<file path="src/rtl/xlt_pkg.sv">
package xlt_pkg;
    localparam int ADDR_W = 32;
    localparam int OFF_W  = 13;
    localparam int HI_W   = 10;
    localparam int LO_W   = 9;
    localparam int VPN_W  = HI_W + LO_W;
    localparam int PFN_W  = ADDR_W - OFF_W;
    localparam int PAD_W  = ADDR_W - PFN_W - LO_W;

    localparam int E_VALID = 0;
    localparam int E_REF   = 1;
    localparam int E_DIRTY = 2;
    localparam int E_WRITE = 3;

    typedef logic [VPN_W-1:0] vpn_t;
    typedef logic [PFN_W-1:0] pfn_t;

    typedef enum logic [1:0] {
        FLT_NONE     = 2'd0,
        FLT_LIMIT    = 2'd1,
        FLT_UNMAPPED = 2'd2,
        FLT_PROTECT  = 2'd3
    } fault_e;

    typedef enum logic [2:0] {
        W_IDLE, W_ROOT_RD, W_ROOT_WT, W_LEAF_RD, W_LEAF_WT, W_WBACK
    } wstate_e;

    typedef struct packed {
        logic valid;
        vpn_t vpn;
        pfn_t pfn;
        logic wr_ok;
        logic dirty;
    } tlb_ent_t;

    function automatic vpn_t page_of(input logic [ADDR_W-1:0] a);
        return a[ADDR_W-1:OFF_W];
    endfunction

    function automatic logic [HI_W-1:0] hi_idx(input vpn_t v);
        return v[VPN_W-1:LO_W];
    endfunction

    function automatic logic [LO_W-1:0] lo_idx(input vpn_t v);
        return v[LO_W-1:0];
    endfunction

    function automatic pfn_t frame_of(input logic [ADDR_W-1:0] e);
        return e[ADDR_W-1:OFF_W];
    endfunction
endpackage

</file>
<file path="src/rtl/xlt_cfg.sv">
module xlt_cfg (
    input  logic        clk,
    input  logic        rst,
    input  logic        cfg_we,
    input  logic        cfg_sel,
    input  logic [31:0] cfg_wdata,
    output logic [31:0] pt_base,
    output logic [31:0] pt_limit
);
    always_ff @(posedge clk) begin
        if (rst) begin
            pt_base  <= '0;
            pt_limit <= '0;
        end else if (cfg_we) begin
            if (cfg_sel) pt_limit <= cfg_wdata;
            else         pt_base  <= cfg_wdata;
        end
    end
endmodule

</file>
<file path="src/rtl/xlt_tlb.sv">
module xlt_tlb
    import xlt_pkg::*;
#(
    parameter int N  = 8,
    parameter int IW = 3
) (
    input  logic          clk,
    input  logic          rst,
    input  logic          flush,
    input  vpn_t          lk_vpn,
    output logic          hit,
    output logic [IW-1:0] hit_idx,
    output tlb_ent_t      hit_ent,
    output logic [N-1:0]  hit_vec,
    output logic [N-1:0]  valid_map,
    output logic [IW-1:0] vic_idx,
    output logic          vic_rr,
    input  logic          fill_en,
    input  logic [IW-1:0] fill_idx,
    input  tlb_ent_t      fill_ent,
    input  logic          fill_adv
);
    tlb_ent_t      ent_q [N];
    logic [IW-1:0] rr_q;

    for (genvar g = 0; g < N; g++) begin : g_cmp
        assign hit_vec[g]   = ent_q[g].valid && (ent_q[g].vpn == lk_vpn);
        assign valid_map[g] = ent_q[g].valid;
    end

    always_comb begin
        hit     = |hit_vec;
        hit_idx = '0;
        for (int i = N - 1; i >= 0; i--)
            if (hit_vec[i]) hit_idx = IW'(i);
        hit_ent = ent_q[hit_idx];
        vic_rr  = 1'b1;
        vic_idx = rr_q;
        for (int i = N - 1; i >= 0; i--)
            if (!valid_map[i]) begin
                vic_idx = IW'(i);
                vic_rr  = 1'b0;
            end
    end

    always_ff @(posedge clk) begin
        if (rst) begin
            for (int i = 0; i < N; i++) ent_q[i] <= '0;
            rr_q <= '0;
        end else begin
            if (flush) begin
                for (int i = 0; i < N; i++) ent_q[i].valid <= 1'b0;
            end else if (fill_en) begin
                ent_q[fill_idx] <= fill_ent;
                if (fill_adv)
                    rr_q <= (rr_q == IW'(N - 1)) ? '0 : IW'(rr_q + 1'b1);
            end
        end
    end
endmodule

</file>
<file path="src/rtl/xlt_walker.sv">
module xlt_walker
    import xlt_pkg::*;
#(
    parameter int IW = 3
) (
    input  logic          clk,
    input  logic          rst,
    input  logic          req_valid,
    input  logic [31:0]   req_addr,
    input  logic          req_write,
    output logic          req_ready,
    output logic          resp_valid,
    output logic [31:0]   resp_paddr,
    output fault_e        resp_fault,
    input  logic [31:0]   pt_base,
    input  logic [31:0]   pt_limit,
    input  logic          hit,
    input  logic [IW-1:0] hit_idx,
    input  tlb_ent_t      hit_ent,
    input  logic [IW-1:0] vic_idx,
    input  logic          vic_rr,
    output logic          mem_en,
    output logic          mem_we,
    output logic [31:0]   mem_addr,
    output logic [31:0]   mem_wdata,
    input  logic [31:0]   mem_rdata,
    output logic          fill_en,
    output logic [IW-1:0] fill_idx,
    output tlb_ent_t      fill_ent,
    output logic          fill_adv
);
    wstate_e          st_q, st_d;
    vpn_t             vpn_q;
    logic [OFF_W-1:0] off_q;
    logic             wr_q;
    logic [IW-1:0]    slot_q;
    logic             adv_q;
    pfn_t             ptr_q;
    logic [31:0]      ent_q;

    logic             rsp_set;
    fault_e           rsp_flt;
    logic [31:0]      rsp_pa;
    logic             start_walk;
    logic             over;
    vpn_t             in_vpn;
    logic [31:0]      leaf_addr;

    assign in_vpn    = page_of(req_addr);
    assign over      = {{OFF_W{1'b0}}, in_vpn} >= pt_limit;
    assign leaf_addr = {{PAD_W{1'b0}}, ptr_q, lo_idx(vpn_q)};
    assign req_ready = (st_q == W_IDLE);

    always_comb begin
        st_d       = st_q;
        rsp_set    = 1'b0;
        rsp_flt    = FLT_NONE;
        rsp_pa     = '0;
        start_walk = 1'b0;
        mem_en     = 1'b0;
        mem_we     = 1'b0;
        mem_addr   = '0;
        mem_wdata  = '0;
        fill_en    = 1'b0;
        fill_idx   = slot_q;
        fill_adv   = adv_q;
        fill_ent   = '{valid: 1'b1, vpn: vpn_q, pfn: frame_of(ent_q),
                       wr_ok: ent_q[E_WRITE], dirty: ent_q[E_DIRTY]};
        unique case (st_q)
            W_IDLE: if (req_valid) begin
                if (over) begin
                    rsp_set = 1'b1;
                    rsp_flt = FLT_LIMIT;
                end else if (hit && req_write && !hit_ent.wr_ok) begin
                    rsp_set = 1'b1;
                    rsp_flt = FLT_PROTECT;
                end else if (hit && (!req_write || hit_ent.dirty)) begin
                    rsp_set = 1'b1;
                    rsp_pa  = {hit_ent.pfn, req_addr[OFF_W-1:0]};
                end else begin
                    start_walk = 1'b1;
                    st_d       = W_ROOT_RD;
                end
            end
            W_ROOT_RD: begin
                mem_en   = 1'b1;
                mem_addr = pt_base + {{(32-HI_W){1'b0}}, hi_idx(vpn_q)};
                st_d     = W_ROOT_WT;
            end
            W_ROOT_WT: begin
                if (!mem_rdata[E_VALID]) begin
                    rsp_set = 1'b1;
                    rsp_flt = FLT_UNMAPPED;
                    st_d    = W_IDLE;
                end else begin
                    st_d = W_LEAF_RD;
                end
            end
            W_LEAF_RD: begin
                mem_en   = 1'b1;
                mem_addr = leaf_addr;
                st_d     = W_LEAF_WT;
            end
            W_LEAF_WT: begin
                if (!mem_rdata[E_VALID]) begin
                    rsp_set = 1'b1;
                    rsp_flt = FLT_UNMAPPED;
                    st_d    = W_IDLE;
                end else if (wr_q && !mem_rdata[E_WRITE]) begin
                    rsp_set = 1'b1;
                    rsp_flt = FLT_PROTECT;
                    st_d    = W_IDLE;
                end else begin
                    st_d = W_WBACK;
                end
            end
            W_WBACK: begin
                mem_en    = 1'b1;
                mem_we    = 1'b1;
                mem_addr  = leaf_addr;
                mem_wdata = ent_q;
                fill_en   = 1'b1;
                rsp_set   = 1'b1;
                rsp_pa    = {frame_of(ent_q), off_q};
                st_d      = W_IDLE;
            end
            default: st_d = W_IDLE;
        endcase
    end

    always_ff @(posedge clk) begin
        if (rst) begin
            st_q       <= W_IDLE;
            vpn_q      <= '0;
            off_q      <= '0;
            wr_q       <= 1'b0;
            slot_q     <= '0;
            adv_q      <= 1'b0;
            ptr_q      <= '0;
            ent_q      <= '0;
            resp_valid <= 1'b0;
            resp_paddr <= '0;
            resp_fault <= FLT_NONE;
        end else begin
            st_q       <= st_d;
            resp_valid <= rsp_set;
            resp_paddr <= rsp_pa;
            resp_fault <= rsp_flt;
            if (start_walk) begin
                vpn_q  <= in_vpn;
                off_q  <= req_addr[OFF_W-1:0];
                wr_q   <= req_write;
                slot_q <= hit ? hit_idx : vic_idx;
                adv_q  <= !hit && vic_rr;
            end
            if (st_q == W_ROOT_WT) ptr_q <= frame_of(mem_rdata);
            if (st_q == W_LEAF_WT) begin
                ent_q          <= mem_rdata;
                ent_q[E_REF]   <= 1'b1;
                ent_q[E_DIRTY] <= mem_rdata[E_DIRTY] | wr_q;
            end
        end
    end
endmodule

</file>
<file path="src/rtl/addr_xlate.sv">
module addr_xlate
    import xlt_pkg::*;
#(
    parameter int TLB_ENTRIES = 8
) (
    input  logic        clk,
    input  logic        rst,
    input  logic        flush,
    input  logic        cfg_we,
    input  logic        cfg_sel,
    input  logic [31:0] cfg_wdata,
    input  logic        req_valid,
    output logic        req_ready,
    input  logic [31:0] req_addr,
    input  logic        req_write,
    output logic        resp_valid,
    output logic [31:0] resp_paddr,
    output logic [1:0]  resp_fault,
    output logic        mem_en,
    output logic        mem_we,
    output logic [31:0] mem_addr,
    output logic [31:0] mem_wdata,
    input  logic [31:0] mem_rdata
);
    localparam int IW = (TLB_ENTRIES > 1) ? $clog2(TLB_ENTRIES) : 1;

    logic [31:0]          pt_base, pt_limit;
    logic                 tlb_hit, vic_rr, fill_en, fill_adv;
    logic [IW-1:0]        hit_idx, vic_idx, fill_idx;
    tlb_ent_t             hit_ent, fill_ent;
    logic [TLB_ENTRIES-1:0] tlb_hit_vec, tlb_valid_map;
    fault_e               flt;

    assign resp_fault = flt;

    xlt_cfg u_cfg (
        .clk(clk), .rst(rst), .cfg_we(cfg_we), .cfg_sel(cfg_sel),
        .cfg_wdata(cfg_wdata), .pt_base(pt_base), .pt_limit(pt_limit)
    );

    xlt_tlb #(.N(TLB_ENTRIES), .IW(IW)) u_tlb (
        .clk(clk), .rst(rst), .flush(flush), .lk_vpn(page_of(req_addr)),
        .hit(tlb_hit), .hit_idx(hit_idx), .hit_ent(hit_ent),
        .hit_vec(tlb_hit_vec), .valid_map(tlb_valid_map),
        .vic_idx(vic_idx), .vic_rr(vic_rr),
        .fill_en(fill_en), .fill_idx(fill_idx), .fill_ent(fill_ent),
        .fill_adv(fill_adv)
    );

    xlt_walker #(.IW(IW)) u_walk (
        .clk(clk), .rst(rst), .req_valid(req_valid), .req_addr(req_addr),
        .req_write(req_write), .req_ready(req_ready),
        .resp_valid(resp_valid), .resp_paddr(resp_paddr), .resp_fault(flt),
        .pt_base(pt_base), .pt_limit(pt_limit),
        .hit(tlb_hit), .hit_idx(hit_idx), .hit_ent(hit_ent),
        .vic_idx(vic_idx), .vic_rr(vic_rr),
        .mem_en(mem_en), .mem_we(mem_we), .mem_addr(mem_addr),
        .mem_wdata(mem_wdata), .mem_rdata(mem_rdata),
        .fill_en(fill_en), .fill_idx(fill_idx), .fill_ent(fill_ent),
        .fill_adv(fill_adv)
    );
endmodule

</file>
<file path="config.mk">
export PLATFORM = sky130hd
export DESIGN_NAME = addr_xlate
export DESIGN_NICKNAME = d
export VERILOG_FILES = /design/src/rtl/xlt_pkg.sv /design/src/rtl/xlt_cfg.sv /design/src/rtl/xlt_tlb.sv /design/src/rtl/xlt_walker.sv /design/src/rtl/addr_xlate.sv
export SDC_FILE = /design/constraint.sdc
export NUM_CORES = 1
export LEC_CHECK = 0
export ABC_CLOCK_PERIOD_IN_PS = 4900
export BUFFER_PORTS_ARGS = -buffer_cell sky130_fd_sc_hd__buf_4
export CAP_MARGIN = 20
export CORE_MARGIN = 2
export CORE_UTILIZATION = 25
export DETAILED_ROUTE_END_ITERATION = 8
export SLEW_MARGIN = 20
export SYNTH_ARGS = -nofsm -noshare
export SYNTH_HDL_FRONTEND = slang
export SYNTH_HIERARCHICAL = 1
export SYNTH_SLANG_ARGS = --single-unit
</file>
<file path="constraint.sdc">
create_clock -name clk -period 4.9 [get_ports clk]
set_input_delay 0.735 -clock clk [delete_from_list [all_inputs] [get_ports clk]]
set_output_delay 0.735 -clock clk [all_outputs]
set_load 0.05 [all_outputs]
</file>
# Word-level counts from Yosys, hierarchy flattened
# Memory sizes are Yosys's and may differ from the RTL's.
# Index checks and enable logic that the tools add are counted.
# totals
regBits	193
latch_bits	0
ram_bits	328
mem_bits_ro	0
input_bits	103
word_cells	157
memories	1
# classes
n_addsub	2
n_mul	0
div_mod_pow	0
order_cmp	1
n_eq_ne	18
n_shift	0
mux	83
bitwise_logic	11
reduce_logical	27
# mem_list
memory	depth	word_bits	read_ports	rd_ports_with_merged_regs	wr	line	source
u_tlb.ent_q	8	41	9	0	8	xlt_tlb.sv:23	tlb_ent_t ent_q [N];
# ops
cell	n
two-way mux 32 bit	5
equality test 19 bit	8
case mux 32 bit (2 select lines)	2
two-way mux 3 bit	25
two-way mux 41 bit	1
OR reduction 41 bit	1
two-way mux 1 bit	39
adder 32 x 10 -> 32 bit	1
greater-or-equal comparator 19 x 32 -> 1 bit	1
two-way mux 2 bit	8
case mux 3 bit (5 select lines)	1
logical AND 1 bit	13
equality test 3 bit, second input constant	3
OR 1 bit	9
inequality test 2 bit, second input constant	4
OR reduction 8 bit	1
equality test 3 x 2 -> 1 bit, second input constant	2
case mux 2 bit (3 select lines)	1
logical NOT 1 bit	4
case mux 1 bit (4 select lines)	1
AND reduction 2 bit	2
AND reduction 4 bit	1
adder 3 x 1 -> 3 bit, second input constant	1
equality test 3 x 1 -> 1 bit, second input constant	1
other kinds (6)	7

# Logic depth before layout (Yosys ltp)
# Gate-level depths: netlist of the first run.
# An unclocked memory read counts as a cell.
# logic_depth
ltp_word	19
depth_mapped	18

# Modules after synthesis
# Netlist of the first run, hierarchy kept.
# by_module_without_submodules
module	instances	cells_per_inst	area_per_inst_um2	seq_area_each_um2
xlt_tlb	1	1464	17818.3	9909.5
xlt_walker	1	862	7043.0	2522.4
xlt_cfg	1	245	2656.3	1281.2

# Worst setup path before layout of the first run
# OpenSTA, ideal clock, no wires.
# synth_timing
path_type	input to register
from	input req_addr[24]
to	register u_walk.resp_paddr[13]
setup_time_ns	0.059
arrival_time_ns	4.031
path_slack_ns	0.810
stages	18
n_path_buf	4
path_cell_list	buf_2 > xor2_1 > nor4_1 > nand3_1 > or3_1 > clkinv_2 > nor4_2 > or4_1 > buf_2 > nand2_4 > buf_6 > o221a_1 > nor2_1 > a221oi_1 > a32oi_2 > nor3_4 > buf_6 > a22o_1
# synth_lines
element	line	source
start, declared	addr_xlate.sv:14	input logic [31:0] req_addr,
end signal, assigned	xlt_walker.sv:147	resp_paddr <= rsp_pa;
end, declared	xlt_walker.sv:13	output logic [31:0] resp_paddr,

# Worst setup path after layout of the first run
# layout_timing
from	register u_walk.vpn_q[10]
to	output mem_addr[17]
# layout_via
elab_chain_len	2
# layout_rtl
element	line	source
start, declared	xlt_walker.sv:33	vpn_t vpn_q;
start signal, assigned	xlt_walker.sv:150	vpn_q <= in_vpn;
adder 32 x 10 -> 32 bit	xlt_walker.sv:87	mem_addr = pt_base + {{(32-HI_W){1'b0}}, hi_idx(vpn_q)};
case mux 32 bit (2 select lines)	xlt_walker.sv:69	unique case (st_q)
end, declared	addr_xlate.sv:21	output logic [31:0] mem_addr,
# Every way passes these cells.

==> summary.txt, run 1 <==
Power
  – Pwr/cell area: about 320 nW/um2
  – Leakage: about 12 nW
  – Peak supply drop: 0.459 mV

Timing
  – Slew Viols, Final: 0
  – Tmin final: approximately 4.5 ns
  – RSZ-0062 raised after global routing: no
  – Tcrit/Tclk final: roughly nine tenths
  – Worst slew margin: between 20% and 30%
  – F_max: between 200 and 250 MHz
  – Final Setup Violations: 0
  – Final hold violation count: 0
  – Worst-margin pin slew: ~1.1 ns
  – Fin Clk Skew: 0.0286 ns

Synth
  – Synth warnings: 6
  – Syn_nets: approximately 2500
  – Syn_area_per_cell: between 10 and 15 um2
  – Post-synthesis cell area: roughly 26000 um2
  – Syn Inst Count: 2373

Clock network
  – Clock slew at reported path FFs: 0.07 ns
  – CTS Root Cell: clkbuf_16
  – TritonCTS buffer count: between 50 and 60
  – CTS max path bufs: 3
  – Clock latency on the worst-skew pair: 0.62 ns
  – CTS tree: yes
  – H-Tree Depth: 2
  – Resize count post-CTS: 0
  – Clock sink count: roughly 520

Critical path
  – Arrival time worst endpoint: roughly 3.7 ns
  – Slowest stage delay, CP: around 0.76 ns
  – Critical path buffer and inverter count: 2
  – R2r setup slk: approximately 0.55 ns
  – Worst path depth: 9
  – Reg2Reg Depth: 17
  – Crit. End Element: output pin
  – Crit-path slowest cell: dfxtp_1
  – Crit-path leading delay family: compound AO/OA/AOI/OAI gates
  – Worst path most repeated cell: buf_4
  – Max FO, Critical Path: 11
  – Worst endpoint required time: between 4 and 5 ns
  – Cell chain of the critical path: ha_1, a211oi_1, o21bai_1, a2111oi_2, buf_4, nor4b_1, xnor2_1, o21ai_0, buf_4
  – WS Path Type: reg -> out
  – Critical path launch point type: flop

Global route
  – Gr usage total: 14.7%
  – GR Overflow Total: 0
  – Vias in the first global route: ~19000
  – Largest net degree at the start of global routing: 90
  – First-pass GRT wire length: between 100 and 150 mm
  – Antenna violations before repair: 1

Floorplan
  – Top-Level Pins: a little over 200
  – Die Area: approximately 110000 um2
  – Die Ht: about 330 um
  – Die Width: about 330 um
  – Row cnt: roughly 120
  – Core area: roughly 100000 um2
  – Initial Util: roughly a quarter

Layout
  – Layout area overhead: 19.8%
  – Share of cells above drive strength 1: approximately a fifth
  – Post-Layout Cell Count: 4018
  – Final nets: between 2000 and 3000
  – Core Util, Final: 30.2%
  – N_diodes: 0

Route
  – Avg WL per Cell: between 20 and 25 um
  – Avg Vias per Cell: 4.62
  – Via count: 18564
  – Routed Antenna Nets: 0
  – DRT Pass-1 Iters: 5
  – DRC: 0
  – Initial DRC count: approximately 1300
  – Total Routed Length: between 80 and 90 mm

Worst hold path
  – Hold path cells: 3
  – Worst hold path type: in -> reg

Placement
  – HPWL after detailed placement: 56.6 mm
  – PortBufs: around 200
  – RePlAce Congestion: ~0.89
  – Placed insts: 3921

Run
  – Max-Cap Viols: 0

Outcome
  – Status: completed
cells in the final DEF, fill, tap and decap left out, drive strengths merged, types with 23 or more instances in the layout:
cell / count
nor2: 53
clkbuf: 62
mux2: 24
a211oi: 26
mux2i: 126
clkinv: 23
nand3: 25
dfxtp: 193
a21oi: 94
nand2: 165
and3: 37
nor3: 23
nand4: 38
xnor2: 63
nand2b: 175
o21ai: 39
xor2: 107
a211o: 23
nor4: 41
inv: 57
buf: 348
and2: 334
edfxtp: 328
ha: 31
power by group:
group,leakage (nW),internal [mW],switching (mW)
combinational,6.43,0.408,0.634
sequential,4.96,4.82,0.159
clock,0.822,2.30,1.78
total,12.2,7.52,2.58
worst paths after layout:
path,endpoint,startpoint
min reg2reg,u_walk/ent_q[5]$_SDFFE_PP0P_,u_walk/ent_q[5]$_SDFFE_PP0P_
max,mem_addr[17],u_walk/vpn_q[10]$_SDFFE_PP0P_
min,u_walk/ent_q[11]$_SDFFE_PP0P_,mem_rdata[11]
max reg2reg,u_walk/resp_fault[0]$_SDFF_PP0_,u_tlb/ent_q[6][34]$_SDFFCE_PN0P_
layout make-up:
cell class	instances	area [um2]
clock buffers	62	1360
clock inverters	34	337
fillers	10741	72300
inverters	56	211
multi-input cells	1617	11300
flip-flops and latches	521	13700
well taps	1380	1730
repair buffers	348	2720
worst reg2reg max path: stages, from the launching register on:
cell	delay, ns
edfxtp_1	0.38
xor2_1	0.17
nor4_1	0.34
nand3_1	0.26
o311ai_1	0.40
buf_4	0.17
a21oi_1	0.07
o21bai_2	0.17
a21o_1	0.20
mux2_2	0.35
o221a_1	0.30
nor2_1	0.29
a221oi_1	0.10
buf_4	0.18
a32oi_2	0.33
buf_4	0.30
a22o_1	0.16
and3_1	0.14
timing repair:
action,4_1_cts,5_1_grt
buffers inserted,0,1
setup endpoints to repair,0,19
hold buffers,0,0
registers in the layout, summed over array words and instances (netlist names):
name               count
u_walk/ptr_q          19
u_walk/resp_valid      1
u_walk/resp_paddr     32
u_walk/st_q            3
u_walk/fill_adv        1
u_walk/fill_idx        3
u_cfg/pt_limit        32
u_tlb/rr_q             3
u_walk/ent_q          32
u_tlb/ent_q          328
u_cfg/pt_base         32
u_walk/vpn_q          19
u_walk/resp_fault      2
u_walk/wr_q            1
u_walk/off_q          13
metrics by stage:
step | setup WS, ns | TNS, ns | area, um2 | hold slack [ns] | power [mW]
floorplan | 0.815 | 0 | 26100 | 0.432 | 5.64
global placement | -0.225 | -4.18 | 29600 | 0.438 | 6.10
detailed placement | -0.391 | -7.08 | 29600 | 0.444 | 6.11
CTS | 0.162 | 0 | 31300 | 0.325 | 10.2
global route | 0.211 | 0 | 31300 | 0.361 | 10.4
finish | 0.439 | 0 | 31300 | 0.359 | 10.1
per-layer routing:
layer | global-route usage (%) | part of all wire (%) | up-vias
met4 | 4.66 | 2.9 | 0
met5 | 0 | 0 | -
met2 | 25.5 | 49 | 529
met3 | 2.64 | 5.6 | 108
met1 | 18.3 | 42 | 9133
li1 | - | - | 8794
(Power assumes the default switching activity.)
==> inputs of run 2 (changes only) <==
Settings changed: CORE_UTILIZATION 25 to 30.
==> summary.txt, run 2 (synthesis gave the netlist of run 1 again) <==
Outcome
  – Status: completed

Critical path
  – Worst setup path startpoint: u_tlb/ent_q[6][28]$_SDFFCE_PN0P_
  – Crit. End Element: flop
  – R2r setup slk: 0.29 ns (-0.26 ns)
  – Critical path buffer and inverter count: 0 (-2)
  – Arrival time worst endpoint: 5.13 ns (+1.40 ns)
  – Crit-path leading delay family: simple AND/OR/NAND/NOR gates
  – RR Startpoint: u_tlb/ent_q[6][28]$_SDFFCE_PN0P_
  – Max FO, Critical Path: 19 (+8)
  – Crit-path slowest cell: nor3_4
  – Slowest stage delay, CP: 0.89 ns (+0.13 ns)
  – Cell chain of the critical path: xor2_1, nor4_1, nand3_1, or3_1, a31o_2, a31oi_2, o22ai_1, a21oi_1, o221a_1, nor2_1, a221oi_1, a32oi_2, nor3_4, a22o_1
  – WS Path Type: reg -> reg
  – Critical path launch point type: flop
  – Worst endpoint required time: 5.42 ns (+1.26 ns)

Route
  – DRT Pass-1 Iters: 5 (unchanged)
  – DRC: 0 (unchanged)
  – Routed Antenna Nets: 0 (unchanged)
  – Avg Vias per Cell: 4.88 (+5.6%)
  – Via count: 18254 (-1.7%)
  – Total Routed Length: 77.3 mm (-4.0%)
  – Initial DRC count: 1387 (+9.4%)
  – Avg WL per Cell: 20.7 um (+3.2%)

Timing
  – Worst slew margin: 28.0% (+1.8 points)
  – Final Setup Violations: 0 (unchanged)
  – Post-Route Setup TNS: 0 ns (unchanged)
  – Tmin final: 4.61 ns (+0.148 ns)
  – Fin Clk Skew: 0.0214 ns (-0.00719 ns)
  – RSZ-0062 raised after global routing: no
  – Slew Viols, Final: 0 (unchanged)
  – F_max: 217 MHz (-3.2%)
  – Tcrit/Tclk final: 94.1% (+3.0 points)
  – Worst-margin pin slew: 1.08 ns (-0.0305 ns)
  – Final hold violation count: 0 (unchanged)

Power
  – Net Sw Power: 2.52 mW (-2.1%)
  – Peak supply drop: 0.397 mV (-14%)
  – Switching share of power: 24.6% (-0.90 points)
  – Clock share of power: 41.7% (+1.3 points)
  – Int Pwr: 7.72 mW (+2.7%)
  – Total power: 10.2 mW (+1.4%)
  – Pwr/cell area: 334 nW/um2 (+3.5%)
  – Part of the power in registers: 48.7% (-0.6 points)
  – Combinational share of power: 9.6% (-0.7 points)
  – Leakage: 12.0 nW (-1.9%)

Floorplan
  – Die Width: 299 um (-8.6%)
  – Core area: 86600 um2 (-16%)
  – Die Ht: 299 um (-8.6%)
  – Row cnt: 108 (-8.5%)
  – Initial Util: 30.2% (+5.0 points)
  – Top-Level Pins: 205 (unchanged)
  – Die Area: 89500 um2 (-16%)

Global route
  – First-pass GRT wire length: 116 mm (-3.9%)
  – Vias in the first global route: 18424 (-1.9%)
  – Gr usage total: 16.9% (+2.3 points)
  – Antenna violations before repair: 1 (unchanged)
  – Largest net degree at the start of global routing: 106 (+18%)
  – GR Overflow Total: 0 (unchanged)

Clock network
  – Clock latency on the worst-skew pair: 0.61 ns (about the same)
  – CTS Root Cell: clkbuf_16
  – H-Tree Depth: 2 (unchanged)
  – Clock sink count: 521 (unchanged)
  – Setup bufs post-CTS: 0 (unchanged)
  – CTS max path bufs: 3 (unchanged)
  – TritonCTS buffer count: 52 (+2.0%)
  – Resize count post-CTS: 0 (unchanged)
  – CTS tree: yes
  – Post-CTS Hold Fix Bufs: 0 (unchanged)
  – Clock slew at reported path FFs: 0.06 ns (about the same)

Layout
  – Layout area overhead: 17.4%
  – Design area: 30700 um2 (-2.0%)
  – Most common cell after layout, fill and taps aside: and2_1
  – Filler cells: 8551 (-20%)
  – Most frequent cells in the layout: 333 x and2_1, 328 x edfxtp_1, 286 x buf_4, 193 x dfxtp_1, 175 x nand2b_1
  – Post-Layout Cell Count: 3740 (-6.9%)
  – Biggest register: u_tlb/ent_q
  – Share of cells above drive strength 1: 17.1% (-1.8 points)
  – Final nets: 2675 (-2.0%)
  – Max reg flops: 328 (unchanged)

Placement
  – PortBufs: 203 (unchanged)
  – Post-DP Area: 28900 um2 (-2.4%)
  – Placed insts: 3641 (-7.1%)
  – RePlAce Congestion: 0.856 (-4.1%)
  – HPWL after detailed placement: 53.1 mm (-6.1%)

Worst hold path
  – Hold Path Origin: mem_rdata[5]
  – Worst hold path type: in -> reg

Run
  – Max-Cap Viols: 0 (unchanged)
## run 2: power groups by stage
stage               logic, mW  clock network (mW)  registers [mW]
finish                  0.982                4.27            4.99
global route             1.06                4.50            5.01
CTS                     0.982                4.37            4.99
detailed placement      0.978                   0            5.08
global placement        0.972                   0            5.08
floorplan               0.641                   0            5.00
## run 2: per-stage QoR
stage                     setup slack, ns  hold slack, ns  util, %
final                               0.291           0.388     35.4
after global routing                0.112           0.360     35.4
after CTS                           0.377           0.347     35.4
after detailed placement          -0.0653           0.444     33.4
after global placement            -0.0239           0.437     33.3
after floorplan                     0.815           0.432        -
## run 2: layout make-up
| class | instances | area (um2) | share of cell area [%] |
|---|---|---|---|
| Inverter | 56 | 211 | 0.689 |
| Multi-Input combinational cell | 1617 | 11300 | 36.7 |
| Sequential cell | 521 | 13700 | 44.7 |
| Tap cell | 1155 | 1450 | 4.71 |
| Timing Repair Buffer | 292 | 2270 | 7.38 |
| Antenna cell | 1 | 2.50 | 0.00815 |
| Clock inverter | 34 | 424 | 1.38 |
| Clock buffer | 64 | 1380 | 4.49 |
## run 2: worst register-to-register path, stage by stage (launching register included)
cell and delay, ns:
edfxtp_1 0.38, xor2_1 0.17, nor4_1 0.40, nand3_1 0.27, or3_1 0.47, a31o_2 0.23
a31oi_2 0.24, o22ai_1 0.11, a21oi_1 0.15, o221a_1 0.31, nor2_1 0.13, a221oi_1 0.26
a32oi_2 0.23, nor3_4 0.89, a22o_1 0.28
## run 2: worst paths after layout
check                                      to  depth (start not counted)
max          u_walk/resp_paddr[30]$_SDFF_PP0_                         14
min              u_walk/ent_q[5]$_SDFFE_PP0P_                          3
max reg2reg  u_walk/resp_paddr[30]$_SDFF_PP0_                         14
min reg2reg      u_walk/ent_q[9]$_SDFFE_PP0P_                          2
## run 2: layer usage
metal  routed length [um]  part of all wire (%)  track usage [%]  vias to the layer above
met1                33300                    43             21.8                     8957
li1                     -                     -                -                     8690
met4                 2300                   3.0             5.25                        2
met2                37300                    48             28.8                      491
met3                 4370                   5.7             3.07                      114
met5                   19                 0.025                0                        -
